## src/rtl/l2_irq_pkg.sv

```systemverilog
package l2_irq_pkg;
  localparam int WORD_W   = 32;
  localparam int ADDR_W   = 6;
  localparam int MAX_WORDS = 4;
  // address bit that selects the wake-mask region
  localparam int WAKE_SEL_BIT = 5;
  // within the pair region: bit that picks status over enable
  localparam int STAT_SEL_BIT = 2;
endpackage

```

## src/rtl/l2_irq_word.sv

```systemverilog
module l2_irq_word
  import l2_irq_pkg::*;
#(
  parameter logic [WORD_W-1:0] FWD          = '0,
  parameter bit                WAKE_SUPPORT = 1'b1
) (
  input  logic              clk,
  input  logic              rst_n,
  input  logic [WORD_W-1:0] src_i,
  input  logic              suspend_i,
  input  logic              en_we_i,
  input  logic              wake_we_i,
  input  logic [WORD_W-1:0] wdata_i,
  output logic [WORD_W-1:0] status_o,
  output logic [WORD_W-1:0] en_eff_o,
  output logic [WORD_W-1:0] wake_o,
  output logic [WORD_W-1:0] pend_o
);
  logic [WORD_W-1:0] stat_q, en_q, wake_q;

  always_ff @(posedge clk) begin
    if (!rst_n) begin
      stat_q <= '0;
      en_q   <= FWD;
      wake_q <= '0;
    end else begin
      stat_q <= src_i;
      if (en_we_i)   en_q   <= wdata_i;
      if (wake_we_i) wake_q <= wdata_i;
    end
  end

  generate
    if (WAKE_SUPPORT) begin : g_wake
      assign en_eff_o = suspend_i ? (en_q | wake_q) : en_q;
    end else begin : g_nowake
      logic unused_susp;
      assign unused_susp = suspend_i;
      assign en_eff_o    = en_q;
    end
  endgenerate

  assign status_o = stat_q;
  assign wake_o   = wake_q;
  assign pend_o   = stat_q & en_eff_o;
endmodule

```

## src/rtl/l2_irq_route.sv

```systemverilog
module l2_irq_route
  import l2_irq_pkg::*;
#(
  parameter int NWORDS    = 2,
  parameter int NPARENTS  = 2,
  parameter bit HAS_ROUTE = 1'b1,
  parameter logic [NPARENTS*NWORDS*WORD_W-1:0] ROUTE = '1
) (
  input  logic [NWORDS*WORD_W-1:0] pend_i,
  output logic [NPARENTS-1:0]      irq_o
);
  localparam int VEC_W = NWORDS * WORD_W;

  generate
    for (genvar p = 0; p < NPARENTS; p++) begin : g_parent
      localparam logic [VEC_W-1:0] SEL =
        HAS_ROUTE ? ROUTE[p*VEC_W +: VEC_W] : {VEC_W{1'b1}};
      assign irq_o[p] = |(pend_i & SEL);
    end
  endgenerate
endmodule

```

## src/rtl/l2_irq_regrd.sv

```systemverilog
module l2_irq_regrd
  import l2_irq_pkg::*;
#(
  parameter int NWORDS = 2
) (
  input  logic                     clk,
  input  logic                     rst_n,
  input  logic                     rd_en_i,
  input  logic [ADDR_W-1:0]        addr_i,
  input  logic [NWORDS*WORD_W-1:0] status_i,
  input  logic [NWORDS*WORD_W-1:0] en_i,
  input  logic [NWORDS*WORD_W-1:0] wake_i,
  output logic [WORD_W-1:0]        rdata_o,
  output logic                     rd_valid_o
);
  logic [WORD_W-1:0] sel;
  logic [1:0]        pair_idx, wake_idx;
  logic              unused_lsb;

  assign pair_idx   = addr_i[4:3];
  assign wake_idx   = addr_i[3:2];
  assign unused_lsb = ^addr_i[1:0];

  always_comb begin
    sel = '0;
    for (int w = 0; w < NWORDS; w++) begin
      if (addr_i[WAKE_SEL_BIT]) begin
        if (!addr_i[4] && wake_idx == 2'(w)) sel = wake_i[w*WORD_W +: WORD_W];
      end else if (pair_idx == 2'(w)) begin
        sel = addr_i[STAT_SEL_BIT] ? status_i[w*WORD_W +: WORD_W]
                                   : en_i[w*WORD_W +: WORD_W];
      end
    end
  end

  always_ff @(posedge clk) begin
    if (!rst_n) begin
      rdata_o    <= '0;
      rd_valid_o <= 1'b0;
    end else begin
      rd_valid_o <= rd_en_i;
      if (rd_en_i) rdata_o <= sel;
    end
  end
endmodule

```

## src/rtl/l2_irq_router.sv

```systemverilog
module l2_irq_router
  import l2_irq_pkg::*;
#(
  parameter int NWORDS       = 2,
  parameter int NPARENTS     = 2,
  parameter bit HAS_ROUTE    = 1'b1,
  parameter bit WAKE_SUPPORT = 1'b1,
  parameter logic [NPARENTS*NWORDS*WORD_W-1:0] ROUTE =
    {32'h0000_FF00, 32'hFFFF_0000, 32'h0000_00FF, 32'h0000_FFFF},
  parameter logic [NWORDS*WORD_W-1:0] FWD = {32'h0000_0000, 32'h0000_0003}
) (
  input  logic                     clk,
  input  logic                     rst_n,
  input  logic [NWORDS*WORD_W-1:0] src_i,
  input  logic                     suspend_i,
  input  logic                     wr_en_i,
  input  logic                     rd_en_i,
  input  logic [ADDR_W-1:0]        addr_i,
  input  logic [WORD_W-1:0]        wdata_i,
  output logic [WORD_W-1:0]        rdata_o,
  output logic                     rd_valid_o,
  output logic [NPARENTS-1:0]      irq_o
);
  localparam int VEC_W = NWORDS * WORD_W;

  logic [VEC_W-1:0] status_w, en_eff_w, wake_w, pend_w;

  generate
    for (genvar w = 0; w < NWORDS; w++) begin : g_word
      logic en_we, wake_we;
      assign en_we = wr_en_i && !addr_i[WAKE_SEL_BIT] && !addr_i[STAT_SEL_BIT]
                     && addr_i[4:3] == 2'(w);
      assign wake_we = wr_en_i && addr_i[WAKE_SEL_BIT] && !addr_i[4]
                       && addr_i[3:2] == 2'(w);

      l2_irq_word #(
        .FWD          (FWD[w*WORD_W +: WORD_W]),
        .WAKE_SUPPORT (WAKE_SUPPORT)
      ) u_word (
        .clk       (clk),
        .rst_n     (rst_n),
        .src_i     (src_i[w*WORD_W +: WORD_W]),
        .suspend_i (suspend_i),
        .en_we_i   (en_we),
        .wake_we_i (wake_we),
        .wdata_i   (wdata_i),
        .status_o  (status_w[w*WORD_W +: WORD_W]),
        .en_eff_o  (en_eff_w[w*WORD_W +: WORD_W]),
        .wake_o    (wake_w[w*WORD_W +: WORD_W]),
        .pend_o    (pend_w[w*WORD_W +: WORD_W])
      );
    end
  endgenerate

  l2_irq_route #(
    .NWORDS    (NWORDS),
    .NPARENTS  (NPARENTS),
    .HAS_ROUTE (HAS_ROUTE),
    .ROUTE     (ROUTE)
  ) u_route (
    .pend_i (pend_w),
    .irq_o  (irq_o)
  );

  l2_irq_regrd #(
    .NWORDS (NWORDS)
  ) u_regrd (
    .clk        (clk),
    .rst_n      (rst_n),
    .rd_en_i    (rd_en_i),
    .addr_i     (addr_i),
    .status_i   (status_w),
    .en_i       (en_eff_w),
    .wake_i     (wake_w),
    .rdata_o    (rdata_o),
    .rd_valid_o (rd_valid_o)
  );
endmodule

```

## config.mk

```make
export PLATFORM = sky130hd
export DESIGN_NAME = l2_irq_router
export DESIGN_NICKNAME = d
export VERILOG_FILES = /design/src/rtl/l2_irq_pkg.sv /design/src/rtl/l2_irq_word.sv /design/src/rtl/l2_irq_route.sv /design/src/rtl/l2_irq_regrd.sv /design/src/rtl/l2_irq_router.sv
export SDC_FILE = /design/constraint.sdc
export NUM_CORES = 1
export LEC_CHECK = 0
export BUFFER_PORTS_ARGS = -buffer_cell sky130_fd_sc_hd__buf_2
export CAP_MARGIN = 20
export CORE_MARGIN = 2
export CORE_UTILIZATION = 25
export DETAILED_ROUTE_END_ITERATION = 6
export SYNTH_ARGS = -nofsm -noshare
export SYNTH_HDL_FRONTEND = slang
export SYNTH_SLANG_ARGS = --single-unit
```

## constraint.sdc

```tcl
create_clock -name clk -period 2.2 [get_ports clk]
set_input_delay 0 -clock clk [delete_from_list [all_inputs] [get_ports clk]]
set_output_delay 0 -clock clk [all_outputs]
set_load 0.05 [all_outputs]
```

**Yosys cells after proc, flatten, opt, wreduce, memory -nomap -nowiden**

Cells that the tools add are included.

- Equal/unequal tests: 2
- Mux-type cells: 10
- Bitwise operators: 4
- Reductions and logical operators: 17

Operators with widths:

| kind | count |
|---|---|
| 2-to-1 mux 32 bit | 10 |
| OR 32 bit | 2 |
| OR reduction 24 bit | 2 |
| AND 32 bit | 1 |
| AND 16 bit | 1 |
| logical AND 1 bit | 10 |
| equality test 2 x 1 -> 1 bit (second input constant) | 2 |
| zero test 2 bit | 2 |
| zero test 1 bit | 3 |

- Bits in registers: 225
- Bits of input ports: 107
- Output and inout port bits: 35
- Word-level logic and storage cells: 41

**Longest topological paths before layout**

- Depth after elaboration: 7
- Mapped depth: 7
- Depth with buffers taken out: 4

**Modules after synthesis**

From an unflattened synthesis, not the netlist that was laid out.

- Cell total of the unflattened synthesis: 1025
- Area, all modules: 10540.1 um^2

Modules (own cells, without submodules):

| module | times used | cells each | area an instance (um^2) |
|---|---|---|---|
| l2_irq_word at g_word[1].u_word | 1 | 341 | 3812.4 |
| l2_irq_word at g_word[0].u_word | 1 | 341 | 3807.4 |
| l2_irq_regrd | 1 | 321 | 2755.1 |
| l2_irq_route | 1 | 16 | 102.6 |
| l2_irq_router | 1 | 6 | 62.6 |

**Worst setup path before layout**

Ideal clock, no wire load.

- Kind: input -> output
- Start: in suspend_i
- End: out irq_o[0]
- Data arrival time: 1468 ps
- Required time: 2200 ps
- Path slack: 732 ps
- Cell stages on the path: 7
- Buffers on the path: 3
- Cells stage by stage: buf_2 > buf_6 > buf_2 > a21oi_1 > o22ai_1 > nor4_1 > nand4_1

- Word-level cells in the longest chain between the ends: 3
- Elaborated cells between the ends (all ways): 5

RTL lines:

| element | RTL line | source |
|---|---|---|
| start, declared | l2_irq_router.sv:15 | `input logic suspend_i,` |
| 2-to-1 mux 32 bit | l2_irq_word.sv:35 | `assign en_eff_o = suspend_i ? (en_q \| wake_q) : en_q;` |
| AND 32 bit or AND 16 bit (tied branches) | l2_irq_word.sv:45 | `assign pend_o = stat_q & en_eff_o;` |
| OR reduction 24 bit * | l2_irq_route.sv:18 | `assign irq_o[p] = \|(pend_i & SEL);` |
| end, declared | l2_irq_router.sv:22 | `output logic [NPARENTS-1:0] irq_o` |

Mark *: on every way between the ends. The rest lies on a longest branch, timed or not.

**Final worst setup path**

- Start: reg g_word[0].u_word.wake_q[24]
- End: out irq_o[1]

- Word-level cells in the longest chain between the ends: 4

RTL lines:

| element | RTL line | source |
|---|---|---|
| start, declared | l2_irq_word.sv:19 | `logic [WORD_W-1:0] stat_q, en_q, wake_q;` |
| start signal, assigned | l2_irq_word.sv:29 | `if (wake_we_i) wake_q <= wdata_i;` |
| OR 32 bit | l2_irq_word.sv:35 |  |
| 2-to-1 mux 32 bit | l2_irq_word.sv:35 |  |
| AND 32 bit | l2_irq_word.sv:45 |  |
| OR reduction 24 bit | l2_irq_route.sv:18 |  |

No other way between the ends.

==> results.ini <==
[cts]
cts_tree = built
root_buffer = clkbuf_16
cts.sinks = 225
numCtsBuffers = 28
htreeDepth = 1
clk_pin_slew_ns = 0.06
clk-insertion-delay-late_ns = 0.54
clockBufferDepth = 3

[sta]
skew_ns = 0.0121
slew_headroom = 0.607
worst_pin_slew_ns = 0.582
finalHoldViolations = 0
fin_crit_sh = 0.956
tns_ns = 0
setup_violations = 0
fmaxAchievable_mhz = 475
slew_violations = 0
rsz0062_at_grt = no
finalCriticalPeriod_ns = 2.10

[global_route]
grt_pass1_wl_mm = 52.1
antenna_found_initial = 2
grt_overflow = 0
first_global_vias = 8968
track_usage = 0.161
grt_max_degree = 121

[drt]
drt-total-wl_mm = 33.4
first_pass_iters = 5
via_per_inst = 4.76
dr.first_iter.drc_count = 559
drc = 0
wire_per_inst_um = 17.7
vias = 8948
postRouteAntennaNets = 0

[status]
status = finished clean

[placed_design]
dp_hpwl_mm = 22.0
dp.cells = 1722
port_buffers = 139
gp_congestion = 0.802

[die]
boundaryPins = 142
fp.dieArea_um2 = 41200
coreArea_um2 = 38800
die_y_um = 203
die_w_um = 203
std_cell_rows = 72
initial_core_util = 0.255

[power]
irDropWorstVdd_mv = 0.522
p_total_mw = 10.3
cellPowerDensity_nw_per_um2 = 775
p_leak_nw = 5.28

[logic_synthesis]
synth-main-ff-cell = dfxtp_1
yosys.cell_types.count = 42
ys_seq_elements = 225
async_reset_ff_frac = 0
synth_cells = 1126
syn_area_per_cell_um2 = 8.78
synth_edf_count = 0
ys_seq_area_frac = 0.455
syn_nets = 1233
ys_warn_count = 0
syn_area_um2 = 9890

[critical_path]
worstSetupStartpointType = flop
critPathCaptureType = primary output
crit_required_ns = 2.20
path_class = reg -> out
cp.arrival_ns = 2.10
cp_max_fo = 4

[layout]
fillers = 3997
post-route-util = 0.341
synthToLayoutAreaGrowth_pct = 34.0
n_antenna_cell = 0
drive_gt1_frac = 0.187
fin_nets = 1448
finalNonFillerCells = 1881

[flow_run]
maxCapViolations = 0

[worst_hold_path]
hp-class = in -> reg

## cell families (layout without fill, tap and decap cells)
logic type	after synthesis	count (layout)	synth area share
AO/OA/AOI/OAI	334	334	0.238
flip-flops	225	225	0.455
multiplexers	56	56	0.0698
AND/OR/NAND/NOR	403	403	0.186
buffers and inverters	108	345	0.0504
## area by class of cell
class / instances / area, um^2 / share of cell area
repair buffers: 277 / 2120 / 0.160
well taps: 518 / 648 / 0.0489
clock buffers: 41 / 811 / 0.0612
clock inverters: 11 / 190 / 0.0144
inverters: 16 / 60.1 / 0.00453
multi-input cells: 793 / 4920 / 0.371
flip-flops and latches: 225 / 4500 / 0.340
## registers in the layout, summed over array words and instances (netlist names)
signal                  flops
g_word.u_word.status_o     64
g_word.u_word.wake_o       64
g_word.u_word.en_q         64
u_regrd.rdata_o            32
u_regrd.rd_valid_o          1
## layer usage
layer,GRT usage,share of wire
met1,0.208,0.44
met2,0.264,0.45
met3,0.0334,0.073
met4,0.0600,0.035
met5,0,0.00066
## cells in the mapped netlist, drive strengths merged, types with 17 or more instances
| cell | number | share of area |
|---|---|---|
| buf | 40 | 0.024 |
| a21o | 40 | 0.030 |
| mux2i | 24 | 0.024 |
| o21ai | 48 | 0.024 |
| and2 | 65 | 0.041 |
| a211oi | 17 | 0.013 |
| a21oi | 24 | 0.012 |
| mux2 | 24 | 0.027 |
| a21boi | 134 | 0.10 |
| nor2b | 18 | 0.011 |
| nand2 | 272 | 0.10 |
| nor3 | 18 | 0.010 |
| a22oi | 20 | 0.015 |
| dfxtp | 225 | 0.46 |
| clkbuf | 52 | 0.020 |
## where the power goes
part | internal [mW] | switching (mW) | leakage [nW] | total [mW]
Combinational | 0.457 | 0.578 | 2.96 | 1.04
Sequential | 4.20 | 0.0911 | 1.84 | 4.29
Clock | 3.13 | 1.81 | 0.487 | 4.94
## layout by cell type, fill, tap and decap left out, types with 17 or more instances in the layout
master,count
nor2b_1,18
dlygate4sd3_1,107
dfxtp_1,225
a22oi_1,17
clkbuf_16,29
a211oi_1,17
buf_2,137
a21boi_1,48
and2_1,65
mux2_2,24
a21boi_0,86
buf_4,24
o21ai_0,48
a21o_1,40
nand2_1,272
a21oi_1,23
mux2i_1,24
## stage by stage
step,cell area [um^2],hold WS [ns],worst slack [ns]
floorplan,9890,0.124,0.732
global placement,11200,0.208,0.421
detailed placement,11200,0.210,0.386
CTS,13200,0.0335,0.00587
global route,13200,0.102,0.0374
finish,13200,0.0681,0.0966
## final timing paths
check                                      startpoint                               endpoint  slack (ns)  cells past startpoint
min                                           wr_en_i  g_word[0].u_word.en_q[8]$_SDFFE_PN0P_        0.07                      5
max reg2reg  g_word[0].u_word.wake_o[18]$_SDFFE_PN0P_       u_regrd.rdata_o[18]$_SDFFE_PN0P_        0.77                      4
min reg2reg     g_word[0].u_word.en_q[8]$_SDFFE_PN0P_  g_word[0].u_word.en_q[8]$_SDFFE_PN0P_        0.45                      2
max          g_word[0].u_word.wake_o[24]$_SDFFE_PN0P_                               irq_o[1]         0.1                      5
## critical path: stages (launching register included)
cell     delay [ns]
dfxtp_1        0.34
a21o_1         0.16
a22oi_1        0.30
nand4_1        0.12
or3_1          0.41
buf_2          0.23
## what timing repair did
| action | in CTS | in global routing |
|---|---|---|
| gates resized for setup | 0 | 4 |
| hold buffers | 107 | 0 |
| setup buffers | 0 | 0 |
| endpoints found under the setup margin | 0 | 2 |
| hold endpoints to repair | 197 | 0 |
(Power assumes the default switching activity.)
